--- src/rtl/ppio_pkg.sv ---
package ppio_pkg;

  localparam int CW_W = 8;

  localparam logic [1:0] SEL_PORT_A = 2'd0;
  localparam logic [1:0] SEL_PORT_B = 2'd1;
  localparam logic [1:0] SEL_PORT_C = 2'd2;
  localparam logic [1:0] SEL_CTRL   = 2'd3;

  localparam logic [CW_W-1:0] RESET_CW = 8'h9B;

  // control word bit positions (decoded by the port groups)
  localparam int CW_MODESET = 7;
  localparam int CW_AMODE_H = 6;
  localparam int CW_AMODE_L = 5;
  localparam int CW_DIR_A   = 4;
  localparam int CW_DIR_CU  = 3;
  localparam int CW_BMODE   = 2;
  localparam int CW_DIR_B   = 1;
  localparam int CW_DIR_CL  = 0;

  typedef enum logic [1:0] {
    GMODE_BASIC   = 2'd0,
    GMODE_STROBED = 2'd1,
    GMODE_BIDIR   = 2'd2
  } gmode_e;

  function automatic gmode_e decode_a_mode(input logic [CW_W-1:0] cw);
    if (cw[CW_AMODE_H])      return GMODE_BIDIR;
    else if (cw[CW_AMODE_L]) return GMODE_STROBED;
    else                     return GMODE_BASIC;
  endfunction

endpackage

--- src/rtl/ppio_bus_sync.sv ---
module ppio_bus_sync #(
  parameter int DATA_W = 8,
  parameter int ADDR_W = 2
) (
  input  logic              clk,
  input  logic              rst,
  input  logic              cs_n,
  input  logic              rd_n,
  input  logic              wr_n,
  input  logic [ADDR_W-1:0] addr,
  input  logic [DATA_W-1:0] d_in,
  output logic              wr_act,
  output logic              rd_act,
  output logic [ADDR_W-1:0] s_addr,
  output logic [DATA_W-1:0] s_din,
  output logic              commit,
  output logic [ADDR_W-1:0] cap_addr,
  output logic [DATA_W-1:0] cap_data
);

  logic act_q;

  always_ff @(posedge clk) begin
    if (rst) begin
      wr_act   <= 1'b0;
      rd_act   <= 1'b0;
      act_q    <= 1'b0;
      s_addr   <= '0;
      s_din    <= '0;
      cap_addr <= '0;
      cap_data <= '0;
    end else begin
      wr_act <= !cs_n && !wr_n;
      rd_act <= !cs_n && !rd_n;
      s_addr <= addr;
      s_din  <= d_in;
      act_q  <= wr_act;
      if (wr_act) begin
        cap_addr <= s_addr;
        cap_data <= s_din;
      end
    end
  end

  // the write ends when either strobe rises, whichever is first
  assign commit = act_q && !wr_act;

  a_r10_no_commit_unselected: assert property (@(posedge clk) disable iff (rst)
    $past(cs_n, 2) |-> !commit);

endmodule

--- src/rtl/ppio_ctrl_reg.sv ---
module ppio_ctrl_reg
  import ppio_pkg::*;
#(
  parameter int ADDR_W = 2,
  parameter int SEL_W  = 3
) (
  input  logic              clk,
  input  logic              rst,
  input  logic              wr_act,
  input  logic [ADDR_W-1:0] s_addr,
  input  logic [CW_W-1:0]   s_din,
  input  logic              commit,
  input  logic [ADDR_W-1:0] cap_addr,
  input  logic [CW_W-1:0]   cap_data,
  output logic [CW_W-1:0]   cw,
  output logic              clearing,
  output logic              bsr_en,
  output logic [SEL_W-1:0]  bsr_sel,
  output logic              bsr_val,
  output logic [1:0]        grp_a_mode,
  output logic              grp_b_mode
);

  logic cw_commit;
  gmode_e a_mode;

  assign cw_commit = commit && (cap_addr == SEL_CTRL) && cap_data[CW_MODESET];
  assign bsr_en    = commit && (cap_addr == SEL_CTRL) && !cap_data[CW_MODESET];
  assign bsr_sel   = cap_data[SEL_W:1];
  assign bsr_val   = cap_data[0];

  always_ff @(posedge clk) begin
    if (rst) begin
      cw       <= RESET_CW;
      clearing <= 1'b0;
    end else begin
      // ports are held cleared for as long as a mode-set write is low
      clearing <= wr_act && (s_addr == SEL_CTRL) && s_din[CW_MODESET];
      if (cw_commit) cw <= cap_data;
    end
  end

  assign a_mode     = decode_a_mode(cw);
  assign grp_a_mode = a_mode;
  assign grp_b_mode = cw[CW_BMODE];

  a_r1_reset_ctrl: assert property (@(posedge clk)
    $past(rst) |-> (cw == RESET_CW));

  a_r7_bsr_keeps_ctrl: assert property (@(posedge clk) disable iff (rst)
    bsr_en |=> $stable(cw));

endmodule

--- src/rtl/ppio_port.sv ---
module ppio_port #(
  parameter int W       = 8,
  parameter int LSB_IDX = 0,
  parameter bit HAS_BSR = 1'b0,
  parameter int SEL_W   = 3
) (
  input  logic             clk,
  input  logic             rst,
  input  logic             clear,
  input  logic             wr_en,
  input  logic [W-1:0]     wr_data,
  input  logic             bsr_en,
  input  logic [SEL_W-1:0] bsr_sel,
  input  logic             bsr_val,
  input  logic             dir_in,
  input  logic [W-1:0]     pin_in,
  output logic [W-1:0]     lat,
  output logic             oe,
  output logic [W-1:0]     rd_val
);

  logic [W-1:0] pin_q;

  always_ff @(posedge clk) begin
    if (rst) begin
      lat   <= '0;
      oe    <= 1'b0;
      pin_q <= '0;
    end else begin
      pin_q <= pin_in;
      oe    <= !clear && !dir_in;
      if (clear) begin
        lat <= '0;
      end else if (wr_en) begin
        lat <= wr_data;
      end else if (HAS_BSR && bsr_en) begin
        for (int i = 0; i < W; i++) begin
          if (bsr_sel == SEL_W'(LSB_IDX + i)) lat[i] <= bsr_val;
        end
      end
    end
  end

  assign rd_val = dir_in ? pin_q : lat;

  a_r6_clear_empties_port: assert property (@(posedge clk) disable iff (rst)
    clear |=> ((lat == '0) && !oe));

endmodule

--- src/rtl/ppio_ctrl.sv ---
module ppio_ctrl
  import ppio_pkg::*;
#(
  parameter int PORT_W = 8,
  parameter int ADDR_W = 2
) (
  input  logic              clk,
  input  logic              rst,
  input  logic              cs_n,
  input  logic              rd_n,
  input  logic              wr_n,
  input  logic [ADDR_W-1:0] addr,
  input  logic [PORT_W-1:0] d_in,
  output logic [PORT_W-1:0] d_out,
  output logic              d_oe,
  input  logic [PORT_W-1:0] pa_in,
  output logic [PORT_W-1:0] pa_out,
  output logic              pa_oe,
  input  logic [PORT_W-1:0] pb_in,
  output logic [PORT_W-1:0] pb_out,
  output logic              pb_oe,
  input  logic [PORT_W-1:0] pc_in,
  output logic [PORT_W-1:0] pc_out,
  output logic [1:0]        pc_oe,
  output logic [1:0]        grp_a_mode,
  output logic              grp_b_mode
);

  localparam int NIB_W = PORT_W / 2;
  localparam int SEL_W = $clog2(PORT_W);

  logic              wr_act, rd_act, commit, clearing;
  logic [ADDR_W-1:0] s_addr, cap_addr;
  logic [PORT_W-1:0] s_din, cap_data, cw;
  logic              bsr_en, bsr_val;
  logic [SEL_W-1:0]  bsr_sel;
  logic [PORT_W-1:0] rd_a, rd_b, rd_c, rd_mux;
  logic [1:0]        c_dir;

  ppio_bus_sync #(.DATA_W(PORT_W), .ADDR_W(ADDR_W)) u_bus (
    .clk(clk), .rst(rst), .cs_n(cs_n), .rd_n(rd_n), .wr_n(wr_n),
    .addr(addr), .d_in(d_in), .wr_act(wr_act), .rd_act(rd_act),
    .s_addr(s_addr), .s_din(s_din), .commit(commit),
    .cap_addr(cap_addr), .cap_data(cap_data)
  );

  ppio_ctrl_reg #(.ADDR_W(ADDR_W), .SEL_W(SEL_W)) u_ctrl (
    .clk(clk), .rst(rst), .wr_act(wr_act), .s_addr(s_addr), .s_din(s_din),
    .commit(commit), .cap_addr(cap_addr), .cap_data(cap_data), .cw(cw),
    .clearing(clearing), .bsr_en(bsr_en), .bsr_sel(bsr_sel), .bsr_val(bsr_val),
    .grp_a_mode(grp_a_mode), .grp_b_mode(grp_b_mode)
  );

  ppio_port #(.W(PORT_W), .LSB_IDX(0), .HAS_BSR(1'b0), .SEL_W(SEL_W)) u_pa (
    .clk(clk), .rst(rst), .clear(clearing),
    .wr_en(commit && (cap_addr == SEL_PORT_A)), .wr_data(cap_data),
    .bsr_en(1'b0), .bsr_sel(bsr_sel), .bsr_val(bsr_val),
    .dir_in(cw[CW_DIR_A]), .pin_in(pa_in), .lat(pa_out), .oe(pa_oe), .rd_val(rd_a)
  );

  ppio_port #(.W(PORT_W), .LSB_IDX(0), .HAS_BSR(1'b0), .SEL_W(SEL_W)) u_pb (
    .clk(clk), .rst(rst), .clear(clearing),
    .wr_en(commit && (cap_addr == SEL_PORT_B)), .wr_data(cap_data),
    .bsr_en(1'b0), .bsr_sel(bsr_sel), .bsr_val(bsr_val),
    .dir_in(cw[CW_DIR_B]), .pin_in(pb_in), .lat(pb_out), .oe(pb_oe), .rd_val(rd_b)
  );

  assign c_dir = {cw[CW_DIR_CU], cw[CW_DIR_CL]};

  for (genvar n = 0; n < 2; n++) begin : g_pc_nib
    ppio_port #(.W(NIB_W), .LSB_IDX(n * NIB_W), .HAS_BSR(1'b1), .SEL_W(SEL_W)) u_nib (
      .clk(clk), .rst(rst), .clear(clearing),
      .wr_en(commit && (cap_addr == SEL_PORT_C)),
      .wr_data(cap_data[n*NIB_W +: NIB_W]),
      .bsr_en(bsr_en), .bsr_sel(bsr_sel), .bsr_val(bsr_val),
      .dir_in(c_dir[n]), .pin_in(pc_in[n*NIB_W +: NIB_W]),
      .lat(pc_out[n*NIB_W +: NIB_W]), .oe(pc_oe[n]),
      .rd_val(rd_c[n*NIB_W +: NIB_W])
    );
  end

  always_comb begin
    case (s_addr)
      SEL_PORT_A: rd_mux = rd_a;
      SEL_PORT_B: rd_mux = rd_b;
      SEL_PORT_C: rd_mux = rd_c;
      default:    rd_mux = cw;
    endcase
  end

  always_ff @(posedge clk) begin
    if (rst) begin
      d_oe  <= 1'b0;
      d_out <= '0;
    end else begin
      d_oe  <= rd_act;
      d_out <= rd_act ? rd_mux : '0;
    end
  end

  a_r8_bus_idle_unselected: assert property (@(posedge clk) disable iff (rst)
    $past(cs_n, 2) |-> !d_oe);

  a_r3_pa_enable_is_output: assert property (@(posedge clk) disable iff (rst)
    pa_oe |-> !cw[CW_DIR_A]);

  a_r3_pb_enable_is_output: assert property (@(posedge clk) disable iff (rst)
    pb_oe |-> !cw[CW_DIR_B]);

endmodule

--- config.mk ---
export PLATFORM = sky130hd
export DESIGN_NAME = ppio_ctrl
export DESIGN_NICKNAME = d
export VERILOG_FILES = /design/src/rtl/ppio_pkg.sv /design/src/rtl/ppio_bus_sync.sv /design/src/rtl/ppio_ctrl_reg.sv /design/src/rtl/ppio_port.sv /design/src/rtl/ppio_ctrl.sv
export SDC_FILE = /design/constraint.sdc
export NUM_CORES = 1
export LEC_CHECK = 0
export ABC_AREA = 1
export ABC_CLOCK_PERIOD_IN_PS = 2800
export BUFFER_PORTS_ARGS = -buffer_cell sky130_fd_sc_hd__buf_4
export CORE_ASPECT_RATIO = 0.6
export CORE_MARGIN = 4
export CORE_UTILIZATION = 40
export DETAILED_ROUTE_END_ITERATION = 6
export MAX_ROUTING_LAYER = met4
export PLACE_DENSITY = 0.63
export RECOVER_POWER = 50
export SYNTH_ARGS = -nofsm -noshare
export SYNTH_HDL_FRONTEND = slang
export SYNTH_HIERARCHICAL = 1
export SYNTH_SLANG_ARGS = --single-unit
--- constraint.sdc ---
create_clock -name clk -period 2.8 [get_ports clk]
set_clock_uncertainty 0.1 [all_clocks]
set_input_delay 0.28 -clock clk [delete_from_list [all_inputs] [get_ports clk]]
set_output_delay 0.28 -clock clk [all_outputs]
set_load 0.02 [all_outputs]
==> results.md <==
- Hold Startpoint: cs_n
- # diodes: 0
- DIE AREA: 0.0121 mm²
- TritonCTS Buffers: 9
- Final worst-path cycle share: 64.0%
- Worst Setup SP: u_bus/act_q$_SDFF_PP0_
- RSZ-0062 raised after global routing: false
- Initial antenna violation count: 0
- Crit path time final: 1.79 ns
- Peak VDD IR: 0.000290 V
- Cell count along the critical path: 8
- Crit-path max cell delay: 0.59 ns
- WHS Path Cells: 2
- Status: complete, no violations
- Top-level I/O count: 79
- Max_cap viols: 0
- Vias in the first global route: 3340
- Critical path required time: 2.99 ns
- Met2 routed WL: 4060 µm
- CP max-delay cell: nor2_1
- Layout cells sized above 1: 16.4%
- Vias: 3646
- Clk_lat worst skew: 0.35 ns
- Worst-case headroom to the max-slew limit: 41.2%
- Most frequent cells in the layout: 142 x nand2_1, 116 x nor2_1, 113 x inv_1
- Power Dens Cells: 557 mW/mm²
- Critical path endpoint category: flop
- Metal3 WL: 837 µm
- Initial DRC count: 316
- Largest net degree at the start of global routing: 39
- H-tree levels: 3
- Layout Nets: 715
- Drt pass-1 iters: 5
- Core area: 0.00995 mm²
- Avg Cell Area, Syn: 6.87 µm²
- I/O Buffers: 78
- Total Negative Setup Slacks: 0 ns
- Hold WC Path Type: primary input to flop
- YS warnings: 6
- Clk root buf: clkbuf_16
- Clock Tree Buf Depth: 2
- Reg2reg setup slack: 1.01 ns
- Site Rows: 28
- Fillcell total: 1054
- Final Wtd Congestion: 0.899
- # DRC: 0
- Post-Syn Instances: 601
- Top delay family on crit path: simple AND/OR/NAND/NOR gates
- Most common cell after layout, fill and taps aside: nand2_1
- P&R area growth vs syn: 20.3%
- CP Max Fanout: 13
- Antenna viol nets, final: 0
- Post-Route WL: 9920 µm
- Hpwl dp: 7260 µm
- Crit Path Category: flop to flop
- Worst hold slack: 0.0214 ns
- Critical path cell sequence: inv_1 > nor2_1 > nand2_1 > nor2_1 > inv_1 > nand2_1 > nand2_1 > nor2_1
- M1 wire length: 4880 µm
- Final-report hold violation count: 0
- Clock sink total: 93
- GRT Overall Usage: 17.6%
- Via density: 4.47
- Routed length per instance: 12.2 µm
- CTS tree: done
- Crit Reg-Reg Startpoint: u_bus/act_q$_SDFF_PP0_
- Post-Syn Area: 0.00413 mm²
- Clock slew at reported path FFs: 0.07 ns
- WP data arrival: 1.98 ns
- DR top layer: met4
- Synth Net Count: 640
- CP Launch Type: flop
- Starting density of the core: 41.5%
- First-pass GRT wire length: 16200 µm
- Setup violations, final: 0
- Leakage Power: 0.00241 µW
- Slew Limit Fails: 0
- Die Ht: 86.7 µm
- Setup Buffers After CTS: 0
- Remaining Overflow, GRT: 0
- Reg2reg path depth: 8
- Maximum clock rate: 558 MHz
- Die extent in x: 139 µm
- PostCTS Resize Cnt: 0
- CP Buf/Inv Count: 2
- Worst-margin pin slew: 0.882 ns
==> path summary, 6_finish.rpt <==
check / endpoint
worst max-delay path: u_pb/lat[0]$_SDFFE_PP0P_
worst min-delay path: u_bus/wr_act$_SDFF_PP0_
worst max register to register: u_pb/lat[0]$_SDFFE_PP0P_
worst min register to register: u_ctrl/cw[7]$_SDFFE_PP1P_
==> power breakdown <==
part,switching (µW),internal [µW]
Sequential,40.7,1360
Combinational,119,94.1
Clock,536,612
Total,695,2070
==> cell type report <==
cell class	instances	area [µm²]	share of cell area, %
tap	135	169	3.40
clock inverter	7	57.6	1.16
inverter	122	458	9.23
timing repair buffer	85	567	11.4
clock buffer	9	225	4.54
sequential	93	1860	37.5
multi-input combinational	365	1630	32.7
==> sequential cells by signal (all words and copies together), names as in the netlist, 2 cells and up <==
name	count
g_pc_nib.u_nib/oe	2
u_ctrl/cw	8
u_bus/cap_data	8
u_bus/s_din	8
u_bus/s_addr	2
g_pc_nib.u_nib/lat	8
u_pa/pin_q	8
u_pb/lat	8
u_pb/pin_q	8
d_out	8
u_bus/cap_addr	2
u_pa/lat	8
g_pc_nib.u_nib/pin_q	8
==> metrics by stage <==
stage / cells / utilization (%) / power (µW) / setup slack [ns] / area, µm²
floorplan: 601 / - / 1560 / 1.05 / 4130
global placement: 797 / 47.6 / 1640 / 1.12 / 4730
detailed placement: 797 / 47.6 / 1650 / 1.06 / 4730
CTS: 816 / 50.7 / 2800 / 1.03 / 5050
global route: 816 / 49.9 / 2890 / 0.741 / 4960
finish: 816 / 49.9 / 2770 / 1.01 / 4960
==> layer usage <==
layer  GRT usage [%]  vias to the layer above
met5               -                        -
met4            4.53                        0
met3            4.91                       16
met2            25.5                      124
met1            24.2                     1597
li1                -                     1909
==> repair_timing <==
action | in CTS | in global routing
hold endpoints to repair | 2 | 0
endpoints found under the setup margin | 0 | 0
hold buffers | 3 | 0
Power figures use the tool's default switching activity.
